## src/rtl/horner_pkg.sv

```systemverilog
// Package: shared helpers for the Horner evaluator.
// Assumes coefficient counts of at least two.
package horner_pkg;

    // Width of a down-counter that must hold values 0 .. n-2.
    function automatic int idx_bits(input int n);
        if (n > 2)
            return $clog2(n - 1);
        else
            return 1;
    endfunction

endpackage

```

## src/rtl/horner_coef_sel.sv

```systemverilog
// Module: coefficient selector.
// Returns the coefficient at a given power index and, separately, the
// highest-power coefficient. Assumes idx_i never exceeds NCOEF-2.
module horner_coef_sel
    import horner_pkg::*;
#(
    parameter int WIDTH = 32,
    parameter int NCOEF = 4,
    parameter logic [NCOEF-1:0][WIDTH-1:0] COEFS = {32'sd3, -32'sd2, -32'sd4, 32'sd5}
) (
    input  logic [idx_bits(NCOEF)-1:0] idx_i,
    output logic signed [WIDTH-1:0]    coef_o,
    output logic signed [WIDTH-1:0]    top_o
);

    logic signed [WIDTH-1:0] table_q [NCOEF];

    // Unpack the parameter into one entry per power.
    for (genvar k = 0; k < NCOEF; k++) begin : g_tab
        assign table_q[k] = COEFS[k];
    end

    // Select the entry for the current step.
    always_comb begin
        coef_o = table_q[idx_i];
    end

    assign top_o = table_q[NCOEF-1];

endmodule

```

## src/rtl/horner_mac.sv

```systemverilog
// Module: one Horner step, acc*x + c.
// The product is formed at 2*WIDTH bits and cut back to the low WIDTH
// bits before the add; the sum wraps at WIDTH bits. No overflow report.
module horner_mac #(
    parameter int WIDTH = 32
) (
    input  logic signed [WIDTH-1:0] acc_i,
    input  logic signed [WIDTH-1:0] x_i,
    input  logic signed [WIDTH-1:0] c_i,
    output logic signed [WIDTH-1:0] res_o
);

    localparam int PW = 2 * WIDTH;

    logic signed [PW-1:0] prod;

    // Full-width signed product, then wrapped add.
    always_comb begin
        prod  = PW'(acc_i) * PW'(x_i);
        res_o = prod[WIDTH-1:0] + c_i;
    end

endmodule

```

## src/rtl/horner_ctrl.sv

```systemverilog
// Module: step sequencer.
// Counts the coefficient index down from NCOEF-2 to 0 after a reload
// (sync active-low reset or start pulse) and raises done on the edge
// that applies the index-0 step. Assumes NCOEF >= 2.
module horner_ctrl
    import horner_pkg::*;
#(
    parameter int NCOEF = 4
) (
    input  logic                       clk,
    input  logic                       rst_n,
    input  logic                       start,
    output logic                       reload_o,
    output logic                       step_o,
    output logic [idx_bits(NCOEF)-1:0] idx_o,
    output logic                       done_o
);

    localparam int CW = idx_bits(NCOEF);
    localparam logic [CW-1:0] FIRST_IDX = CW'(NCOEF - 2);

    logic [CW-1:0] cnt;
    logic          done_q;

    assign reload_o = !rst_n || start;
    assign step_o   = !reload_o && !done_q;
    assign idx_o    = cnt;
    assign done_o   = done_q;

    // Index counter and completion flag.
    always_ff @(posedge clk) begin
        if (reload_o) begin
            cnt    <= FIRST_IDX;
            done_q <= 1'b0;
        end else if (!done_q) begin
            if (cnt == '0)
                done_q <= 1'b1;
            else
                cnt <= cnt - 1'b1;
        end
    end


    done_rise_chk: assert property (@(posedge clk) disable iff (!rst_n)
        $rose(done_q) |-> ($past(cnt) == '0 && !$past(start)));


    idx_range_chk: assert property (@(posedge clk) disable iff (!rst_n)
        !done_q |-> (cnt <= FIRST_IDX));

endmodule

```

## src/rtl/horner_eval.sv

```systemverilog
// Module: sequential Horner polynomial evaluator (top).
// Holds the running value in one register. A reload loads the
// highest-power coefficient; each following edge applies acc*x + c[idx]
// until done. Assumes x is held steady from reload until done.
module horner_eval
    import horner_pkg::*;
#(
    parameter int WIDTH = 32,
    parameter int NCOEF = 4,
    parameter logic [NCOEF-1:0][WIDTH-1:0] COEFS = {32'sd3, -32'sd2, -32'sd4, 32'sd5}
) (
    input  logic                    clk,
    input  logic                    rst_n,
    input  logic                    start,
    input  logic signed [WIDTH-1:0] x,
    output logic signed [WIDTH-1:0] y,
    output logic                    done
);

    localparam int CW = idx_bits(NCOEF);

    logic                    reload;
    logic                    step;
    logic [CW-1:0]           idx;
    logic signed [WIDTH-1:0] coef;
    logic signed [WIDTH-1:0] top_coef;
    logic signed [WIDTH-1:0] next_acc;
    logic signed [WIDTH-1:0] acc;

    horner_ctrl #(.NCOEF(NCOEF)) u_ctrl (
        .clk      (clk),
        .rst_n    (rst_n),
        .start    (start),
        .reload_o (reload),
        .step_o   (step),
        .idx_o    (idx),
        .done_o   (done)
    );

    horner_coef_sel #(.WIDTH(WIDTH), .NCOEF(NCOEF), .COEFS(COEFS)) u_coef (
        .idx_i  (idx),
        .coef_o (coef),
        .top_o  (top_coef)
    );

    horner_mac #(.WIDTH(WIDTH)) u_mac (
        .acc_i (acc),
        .x_i   (x),
        .c_i   (coef),
        .res_o (next_acc)
    );

    // Running value: load on reload, advance on each step, else hold.
    always_ff @(posedge clk) begin
        if (reload)
            acc <= top_coef;
        else if (step)
            acc <= next_acc;
    end

    assign y = acc;


    reset_load_chk: assert property (@(posedge clk)
        !rst_n |=> (!done && y == top_coef));


    start_load_chk: assert property (@(posedge clk) disable iff (!rst_n)
        start |=> (!done && y == top_coef));


    done_hold_chk: assert property (@(posedge clk) disable iff (!rst_n)
        (done && !start) |=> done);


    y_hold_chk: assert property (@(posedge clk) disable iff (!rst_n)
        (done && !start) |=> $stable(y));

endmodule

```

## config.mk

```make
export PLATFORM = sky130hd
export DESIGN_NAME = horner_eval
export DESIGN_NICKNAME = d
export VERILOG_FILES = /design/src/rtl/horner_pkg.sv /design/src/rtl/horner_coef_sel.sv /design/src/rtl/horner_mac.sv /design/src/rtl/horner_ctrl.sv /design/src/rtl/horner_eval.sv
export SDC_FILE = /design/constraint.sdc
export NUM_CORES = 1
export LEC_CHECK = 0
export BUFFER_PORTS_ARGS = -buffer_cell sky130_fd_sc_hd__buf_2
export CORE_UTILIZATION = 30
export CTS_CLUSTER_DIAMETER = 120
export DETAILED_ROUTE_END_ITERATION = 8
export SYNTH_ARGS = -nofsm -noshare
export SYNTH_HDL_FRONTEND = slang
export SYNTH_HIERARCHICAL = 1
export SYNTH_SLANG_ARGS = --single-unit
export TNS_END_PERCENT = 50
```

## constraint.sdc

```tcl
create_clock -name clk -period 14 [get_ports clk]
set_input_delay 2.1 -clock clk [delete_from_list [all_inputs] [get_ports clk]]
set_output_delay 2.1 -clock clk [all_outputs]
set_load 0.005 [all_outputs]
```

Yosys cells after proc, flatten, opt, wreduce, memory -nomap -nowiden
Cells that the tools add are included.
{"block": "op_classes", "add_sub_neg": 2, "mul": 1, "div": 0, "magnitude_cmp": 1, "eq_ne": 0, "shift": 0, "muxes": 5, "bitwise_logic": 3, "n_reduce_logical": 7}
{"cell": "32-bit binary-select mux with 2-bit select", "count": 1}
{"cell": "32-bit two-way mux", "count": 2}
{"cell": "32-bit adder", "count": 1}
{"cell": "32-bit by 32-bit multiplier with 32-bit output", "count": 1}
{"cell": "3-bit >= comparator (second input constant)", "count": 1}
{"cell": "1-bit logical NOT", "count": 3}
{"cell": "2-bit inverter with 3-bit output", "count": 1}
{"cell": "2-bit logical NOT", "count": 1}
{"cell": "1-bit two-way mux", "count": 2}
{"cell": "1-bit inverter", "count": 2}
{"cell": "2-bit AND reduction", "count": 1}
{"cell": "2-bit by 1-bit subtractor with 2-bit output (second input constant)", "count": 1}
{"cell": "1-bit logical AND", "count": 1}
{"cell": "1-bit logical OR", "count": 1}
{"block": "totals", "reg_bits": 35, "latch_bits": 0, "mem_bits_rw": 0, "rom_bits": 0, "input_bits": 35, "out_inout_bits": 33, "word_cells": 22, "memories": 0}

Depth between registers and ports, before layout
Gate-level depths: netlist (run 1).
{"block": "logic_depth", "ltp_word": 5, "depth_mapped": 29}

Cells and area by module
The synthesis (run 1) kept the hierarchy.
{"mod": "horner_mac", "instances": 1, "cells_each": 1963, "area_per_inst_um2": 17252.8, "seq_area_each_um2": 0.0}
{"mod": "horner_eval", "instances": 1, "cells_each": 69, "area_per_inst_um2": 1507.7, "seq_area_each_um2": 960.9}
{"mod": "horner_coef_sel", "instances": 1, "cells_each": 66, "area_per_inst_um2": 485.5, "seq_area_each_um2": 0.0}
{"mod": "horner_ctrl", "instances": 1, "cells_each": 16, "area_per_inst_um2": 140.1, "seq_area_each_um2": 60.1}

Least setup slack after synthesis (run 1)
OpenSTA, ideal clock, no wires.
{"block": "synth_path", "path_kind": "input to register", "start": "input x[3]", "end": "register acc[26], in the netlist y[26], data pin", "arrival_time_ns": 8.557, "required_time_ns": 13.740, "setup_slack_ns": 5.183, "path_stages": 25, "n_path_buf": 2, "cell_sequence": "clkbuf_1 > clkbuf_1 > and2_1 > fa_1 > fa_1 > inv_1 > fa_1 > fa_1 > fa_1 > fa_1 > inv_1 > fa_1 > inv_1 > fa_1 > inv_1 > ha_1 > o21a_1 > o21ai_1 > nand2b_1 > and3_1 > o31a_1 > o211a_1 > or3_4 > xor2_1 > mux2_4"}
{"block": "synth_via", "elab_chain_len": 2}
{"element": "start: declaration", "line": "horner_eval.sv:15", "source": "input logic signed [WIDTH-1:0] x,"}
{"element": "32-bit by 32-bit multiplier with 32-bit output", "line": "horner_mac.sv:19", "source": "prod = PW'(acc_i) * PW'(x_i);"}
{"element": "32-bit adder", "line": "horner_mac.sv:20", "source": "res_o = prod[WIDTH-1:0] + c_i;"}
{"element": "named net next_acc[26]", "line": "horner_eval.sv:27", "source": "logic signed [WIDTH-1:0] next_acc;"}
{"element": "end signal: assignment", "line": "horner_eval.sv:56", "source": "acc <= top_coef;"}
{"element": "end signal: assignment", "line": "horner_eval.sv:58", "source": "acc <= next_acc;"}
{"element": "end: declaration", "line": "horner_eval.sv:28", "source": "logic signed [WIDTH-1:0] acc;"}
The timed path passes the listed nets, and every way through them passes these cells.
A chain may end at the register's enable or synchronous reset.

Worst setup path after layout (run 1)
{"block": "layout_path", "start": "input x[1]", "end": "register acc[29], in the netlist y[29], data pin"}
The elaborated chain is that of the path after synthesis.

==> summary.md, run 1 <==
| Metric | Value |
|---|---|
| Status | complete, no violations |
| HPWL after DPL | 40.2 mm |
| Post-synth EDFFs | 32 |
| Design area | roughly 0.020 mm^2 |
| DR pass1 iterations | 5 |
| Drt drc | 0 |
| Routed vias | 13300 |
| Worst-skew pair later-pin latency | 0.29 ns |
| Sequential fraction of the synthesis area | 5.27% |
| Resized Gates After CTS | 0 |
| WHS Endpoint | u_ctrl/idx_o[0]$_SDFFE_PP0P_ |
| Final Max Tran Viols | 0 |
| DR vias/cell | about 4.5 |
| Setup violators final | 0 |
| CP startpoint kind | input pin |
| RR Startpoint | y[10]$_DFFE_PP_ |
| Total congestion overflow | 0 |
| Crit Path Category | input pin to register |
| Post-synth top area share | 45.2% |
| Fillers | 6559 |
| Reg2Reg Depth | 22 |
| Fin. Hold Viols | 0 |
| Total of max-cap violations | 0 |
| Final Skew | 0.00899 ns |
| Yosys Warn Count | 6 |
| Critical Path Fanout Max | 31 |
| Global-route wire length before repair | about 84 mm |
| Slew HR | 27.7% |
| Worst Path Buf+Inv | 5 |
| Slowest cell on crit path | fa_1 |
| Antenna-violating nets left | 0 |
| Detailed Route Iter0 Violations | 594 |
| CP peak stage delay | roughly 0.57 ns |
| Synth cell types | 58 |
| Worst-Margin Slew | 1.08 ns |
| Top delay family on crit path | adder cells |
| Most frequent cells in the layout | 542 x inv_1, 438 x fa_1, 272 x and2_1 |
| DIE AREA | 0.0656 mm^2 |
| Mapped Cells | 2114 |
| Setup slack after layout | ~4.8 ns |
| Synth Register Bits | 35 |
| Highest Clock Rate | 109 MHz |
| Final nets | around 2700 |
| FF-to-FF setup slack | 6.14 ns |
| Initial Util | 30.6% |
| Post-place setup slack | 4.60 ns |
| TNS Setup | 0 ns |
| Chip width | ~260 um |
| DP Area | 0.0201 mm^2 |
| Clock buffer count from CTS | 5 |
| RD Place Congestion | approximately 0.85 |
| Synthesized area per cell | 9.17 um^2 |
| Wire per inst | approximately 17 um |
| Fin Hold WS | around 0.53 ns |
| Cell area after synthesis | 0.0194 mm^2 |
| Main flop type after synthesis | edfxtp_1 |
| IO Count | 68 |
| Final WL | 51.2 mm |
| WHS Path Cells | 2 |
| Post-synth top area cell | fa_1 |
| Worst Path Required | 14.05 ns |
| Hold Crit Class | register to register |
| Ys async rst share | 0% |
| Crit share post-route | 65.4% |
| Cts hold-fix bufs | 0 |
| Critical Path, Cell by Cell | buf_2 -> and2_1 -> fa_1 -> fa_1 -> inv_1 -> fa_1 -> fa_1 -> fa_1 -> fa_1 -> inv_1 -> fa_1 -> inv_1 -> fa_1 -> inv_1 -> ha_1 -> nand2_1 -> nor3_1 -> o21ai_1 -> a311oi_1 -> a21oi_1 -> o2111ai_1 -> o221ai_1 -> mux2_2 |
| Chip Height | roughly 260 um |
| Largest net degree at the start of global routing | 38 |
| Synth area leaders | fa_1 45%, inv_1 10%, ha_1 9.9% |
| Port Buffers | 67 |
| Antenna violations before repair | 3 |
| H-tree depth | 2 |
| Core box area | 0.0634 mm^2 |
| Row cnt | 92 |
| RR Endpoint | y[29]$_DFFE_PP_ |
| Vias in the first global route | 15000 |
| CTS tree | built |
| Fraction of layout cells with a size suffix above 1 | 6.16% |
| Most used cell, CP | fa_1 |
| Clk slew on worst S/H paths | around 0.07 ns |
| RSZ-0062 raised after global routing | no |
| CP endpoint kind | register |
| Commonest non-fill, non-tap cell in the layout | inv_1 |
| Hold_sp | u_ctrl/idx_o[0]$_SDFFE_PP0P_ |
| Num Clock Sinks | 35 |
| WP data arrival | 9.20 ns |
| Tot GR Track Use | 16.1% |
| Root buf cell | clkbuf_16 |
| Area growth from synthesis to layout | 4.59% |
| Max clock buf depth | 2 |
| Minimum clock period | between 9 and 10 ns |
| Setup Fix Bufs, Post-CTS | 0 |
routing by layer:
layer / global-route usage (%) / vias up / routed length (um)
li1: - / 5914 / -
met1: 21.9 / 7000 / 23000
met2: 27.7 / 335 / 25100
met3: 0.969 / 58 / 1910
met4: 4.37 / 0 / 1210
met5: 0 / - / 0
flip-flops by register name, summed over array words and instances (netlist names):
register	count
u_ctrl/done_o	1
u_ctrl/idx_o	2
y	32
through the flow:
step	util [%]	cells
after floorplan	-	2144
after global routing	31.9	2923
after CTS	31.9	2923
after detailed placement	31.7	2915
final	32.0	2929
after global placement	31.7	2915
kinds of logic (layout without fill, tap and decap cells):
group           Yosys count  after routing  share of synthesized area, %
compound gates           80             80                          2.85
xor+xnor                 82             82                          3.70
fa+ha+maj               591            591                          55.1
buf+inv                 696            629                          14.9
flops                    35             35                          5.27
mux                      32             32                          2.42
other cells               2             38                        0.0387
simple gates            596            596                          15.7
worst min-delay path, stage by stage, from the launching register on:
cell and delay (ns):
dfxtp_1 0.33, o21ai_0 0.09, a21oi_1 0.07
cells in the mapped netlist (2+ instances only):
| cell type | number |
|---|---|
| a21oi_1 | 16 |
| clkbuf_1 | 89 |
| nand2b_1 | 8 |
| a21boi_0 | 2 |
| a221oi_1 | 2 |
| xor2_1 | 15 |
| a21o_1 | 8 |
| inv_1 | 542 |
| and2_1 | 272 |
| nand2_1 | 265 |
| a31o_2 | 2 |
| conb_1 | 2 |
| o211a_1 | 2 |
| and3_1 | 2 |
| mux2_2 | 3 |
| buf_12 | 3 |
| a211oi_1 | 3 |
| ha_1 | 153 |
| nand3_1 | 3 |
| nor2_1 | 20 |
| nor3_1 | 9 |
| dfxtp_1 | 3 |
| o211ai_1 | 2 |
| o21a_1 | 9 |
| o21ai_0 | 16 |
| o311ai_0 | 2 |
| fa_1 | 438 |
| xnor2_1 | 67 |
| nor2b_1 | 5 |
| o21ai_1 | 2 |
| edfxtp_1 | 32 |
| a31oi_1 | 2 |
| buf_4 | 61 |
| or3_1 | 2 |
| mux2_4 | 29 |
final cells by class:
type | count | area [um^2] | area share (%)
Multi-Input combinational cell | 1413 | 15600 | 76.8
Clock inverter | 2 | 12.5 | 0.0617
Antenna cell | 6 | 15.0 | 0.0741
Sequential cell | 35 | 1020 | 5.04
Clock buffer | 6 | 129 | 0.636
Tap cell | 846 | 1060 | 5.22
Timing Repair Buffer | 79 | 425 | 2.10
Inverter | 542 | 2030 | 10.0
worst max-delay path by stage:
stage / from / to / slack (ns) / cells after the start
floorplan: x[3] / y[26]$_DFFE_PP_ / 5.18 / 25
finish: x[1] / y[29]$_DFFE_PP_ / 4.85 / 23
detailed placement: x[1] / y[29]$_DFFE_PP_ / 4.60 / 23
CTS: x[1] / y[29]$_DFFE_PP_ / 4.89 / 23
global route: x[0] / y[29]$_DFFE_PP_ / 4.48 / 23
global placement: x[0] / y[29]$_DFFE_PP_ / 4.68 / 23
Power of run 1 is left out: the tool's default activity adds up to more than one toggle a clock period on the data nets, which glitch-free logic cannot reach.
==> inputs of run 2 (changes only) <==
clock period = 9.1 ns   (was 14 ns; I/O delays follow)
==> run 2 against run 1 <==
  * Clock skew is 0.0057 ns lower
  * Design area grew 0.23%
  * Critical path depth grew 1
  * Via count is 0.55% lower
  * Hold slack improved by 0.0019 ns
  * Register-to-register slack got worse by 5.1 ns
  * Worst setup slack worse by 4.1 ns
  * Global-route usage fell by 0.076 points
  * Die area unchanged
  * Sequential share of layout area is essentially flat
  * Utilization grew 0.075 points
  * Cell count is 0.10% higher
  * Critical endpoint unchanged
==> summary.md, run 2 (synthesis results as in run 1) <==
| Metric | Value |
|---|---|
| Status | complete, no violations (unchanged) |
| Clk slew on worst S/H paths | 0.06 ns (was 0.07 ns) |
| Crit Path Category | input pin to register (unchanged) |
| Hold_sp | u_ctrl/idx_o[0]$_SDFFE_PP0P_ (unchanged) |
| Minimum clock period | around 8.4 ns |
| Final nets | 2710 (was 2702) |
| Detailed Route Iter0 Violations | 722 (was 594) |
| Chip Height | 256 um (unchanged) |
| GR Util met3 | 1.35% (was 0.969%) |
| RR Startpoint | u_ctrl/idx_o[1]$_SDFFE_PP1P_ (was y[10]$_DFFE_PP_) |
| Slowest cell on crit path | fa_1 (unchanged) |
| Wire per inst | 17.5 um (about the same) |
| Most used cell, CP | fa_1 (unchanged) |
| Fin. Hold Viols | 0 (unchanged) |
| Critical Path Fanout Max | 21 (was 31) |
| Setup Fix Bufs, Post-CTS | 0 (unchanged) |
| Cts hold-fix bufs | 0 (unchanged) |
| Commonest non-fill, non-tap cell in the layout | inv_1 (unchanged) |
| Reg2Reg Depth | 22 (unchanged) |
| Final Core Density | 32.0% (about the same) |
| Chip width | 256 um (unchanged) |
| FF-to-FF setup slack | 1.05 ns (was 6.14 ns) |
| Routed vias | 13200 (was 13300) |
| Row cnt | 92 (unchanged) |
| Max clock buf depth | 2 (unchanged) |
| Final WL | 51.3 mm (was 51.2 mm) |
| Final Skew | 0.00329 ns (was 0.00899 ns) |
| Final Max Tran Viols | 0 (unchanged) |
| CP Launch Point | x[11] (was x[1]) |
| CP endpoint kind | register (unchanged) |
| Antenna violations before repair | 6 (was 3) |
| DR vias/cell | 4.51 (was 4.54) |
| Crit share post-route | 92.0% |
| FF+latch area | 0.00102 mm^2 (unchanged) |
| Hold Crit Class | register to register (unchanged) |
| Worst-Margin Slew | 1.12 ns (was 1.08 ns) |
| Num Clock Sinks | 35 (unchanged) |
| Fin Hold WS | 0.537 ns (was 0.535 ns) |
| CTS tree | built (unchanged) |
| Drt drc | 0 (unchanged) |
| DR pass1 iterations | 5 (unchanged) |
| Setup violators final | 0 (unchanged) |
| Multi-input logic area | 0.0156 mm^2 (unchanged) |
| Root buf cell | clkbuf_16 (unchanged) |
| CP startpoint kind | input pin (unchanged) |
| Core box area | 0.0634 mm^2 (unchanged) |
| Antenna-violating nets left | 0 (unchanged) |
| Critical Path, Cell by Cell | buf_2 -> nand2_1 -> fa_1 -> inv_1 -> fa_1 -> fa_1 -> inv_1 -> fa_1 -> fa_1 -> fa_1 -> inv_1 -> fa_1 -> inv_1 -> fa_1 -> inv_1 -> ha_1 -> nand2_1 -> nor3_1 -> o21ai_1 -> a311oi_1 -> a21oi_1 -> o2111ai_1 -> o221ai_1 -> mux2_2 (was buf_2 -> and2_1 -> fa_1 -> fa_1 -> inv_1 -> fa_1 -> fa_1 -> fa_1 -> fa_1 -> inv_1 -> fa_1 -> inv_1 -> fa_1 -> inv_1 -> ha_1 -> nand2_1 -> nor3_1 -> o21ai_1 -> a311oi_1 -> a21oi_1 -> o2111ai_1 -> o221ai_1 -> mux2_2) |
| Most frequent cells in the layout | 542 x inv_1, 438 x fa_1, 272 x and2_1 (unchanged) |
| Highest Clock Rate | 119 MHz |
| TNS Setup | 0 ns (unchanged) |
| Port Buffers | 67 (unchanged) |
| Fillers | 6538 (was 6559) |
| H-tree depth | 2 (unchanged) |
| Max reg flops | 32 (unchanged) |
| GRT busiest layer | met2 (unchanged) |
| RD Place Congestion | 0.863 (was 0.846) |
| IO Count | 68 (unchanged) |
| M1 GR Usage | 22.2% (was 21.9%) |
| DIE AREA | 0.0656 mm^2 (unchanged) |
| Fraction of layout cells with a size suffix above 1 | 6.52% (was 6.16%) |
| RR Endpoint | y[29]$_DFFE_PP_ (unchanged) |
| Total congestion overflow | 0 (unchanged) |
| Largest net degree at the start of global routing | 38 (unchanged) |
| WP data arrival | 8.41 ns (was 9.20 ns) |
| Clock buffer count from CTS | 5 (unchanged) |
| Area growth from synthesis to layout | 4.83% (was 4.59%) |
| RSZ-0062 raised after global routing | no (unchanged) |
| Tot GR Track Use | 16.0% (was 16.1%) |
| Vias in the first global route | 14500 (was 15000) |
| Worst-skew pair later-pin latency | 0.29 ns (about the same) |
| GR Util met2 | 26.9% (was 27.7%) |
| Global-route wire length before repair | 82.3 mm (was 83.5 mm) |
| Worst Path Required | 9.14 ns (was 14.05 ns) |
| CP peak stage delay | 0.56 ns (was 0.57 ns) |
| Resized Gates After CTS | 0 (unchanged) |
| Initial Util | 30.6% (unchanged) |
| HPWL after DPL | 42.2 mm (was 40.2 mm) |
| CP endpoint | y[29]$_DFFE_PP_ (unchanged) |
| Slew HR | 25.6% (was 27.7%) |
| Total of max-cap violations | 0 (unchanged) |
-- run 2: worst min path at each step --
stage                     slack (ns)  cells past startpoint                           end
after floorplan                 0.47                      2  u_ctrl/idx_o[0]$_SDFFE_PP0P_
after global placement          0.49                      2  u_ctrl/idx_o[0]$_SDFFE_PP0P_
after detailed placement        0.51                      2  u_ctrl/idx_o[0]$_SDFFE_PP0P_
after CTS                       0.53                      2  u_ctrl/idx_o[0]$_SDFFE_PP0P_
after global routing            0.59                      2      u_ctrl/done_o$_SDFF_PP0_
final                           0.54                      2  u_ctrl/idx_o[0]$_SDFFE_PP0P_
-- run 2: critical path, delay by kind of cell --
family                   cells  cell delay (ns)
buffers and inverters        6             0.74
AO/OA/AOI/OAI                5             1.20
adder cells (fa/ha/maj)      9             4.32
multiplexers                 1             0.27
AND/OR/NAND/NOR              3             0.47
-- run 2: stage by stage --
stage                     cells  cell area [um^2]  worst slack (ns)
after floorplan            2144             19500              1.02
after global placement     2923             20200             0.567
after detailed placement   2923             20200             0.506
after CTS                  2931             20300             0.797
after global routing       2931             20300             0.432
final                      2932             20300             0.731
-- run 2: cell type report --
class                   instances  share of cell area, %
clock buffers                   6                  0.634
flip-flops and latches         35                   5.02
repair buffers                 87                   2.39
multi-input cells            1413                   76.7
diodes                          1                 0.0123
well taps                     846                   5.21
inverters                     542                   10.0
clock inverters                 2                 0.0616
-- run 2: routing by layer --
layer	wire length (um)	part of all wire, %
met3	2440	4.8
met1	23000	45
met2	24700	48
met5	12	0.023
met4	1200	2.3
Power of run 2 is left out for the same reason.
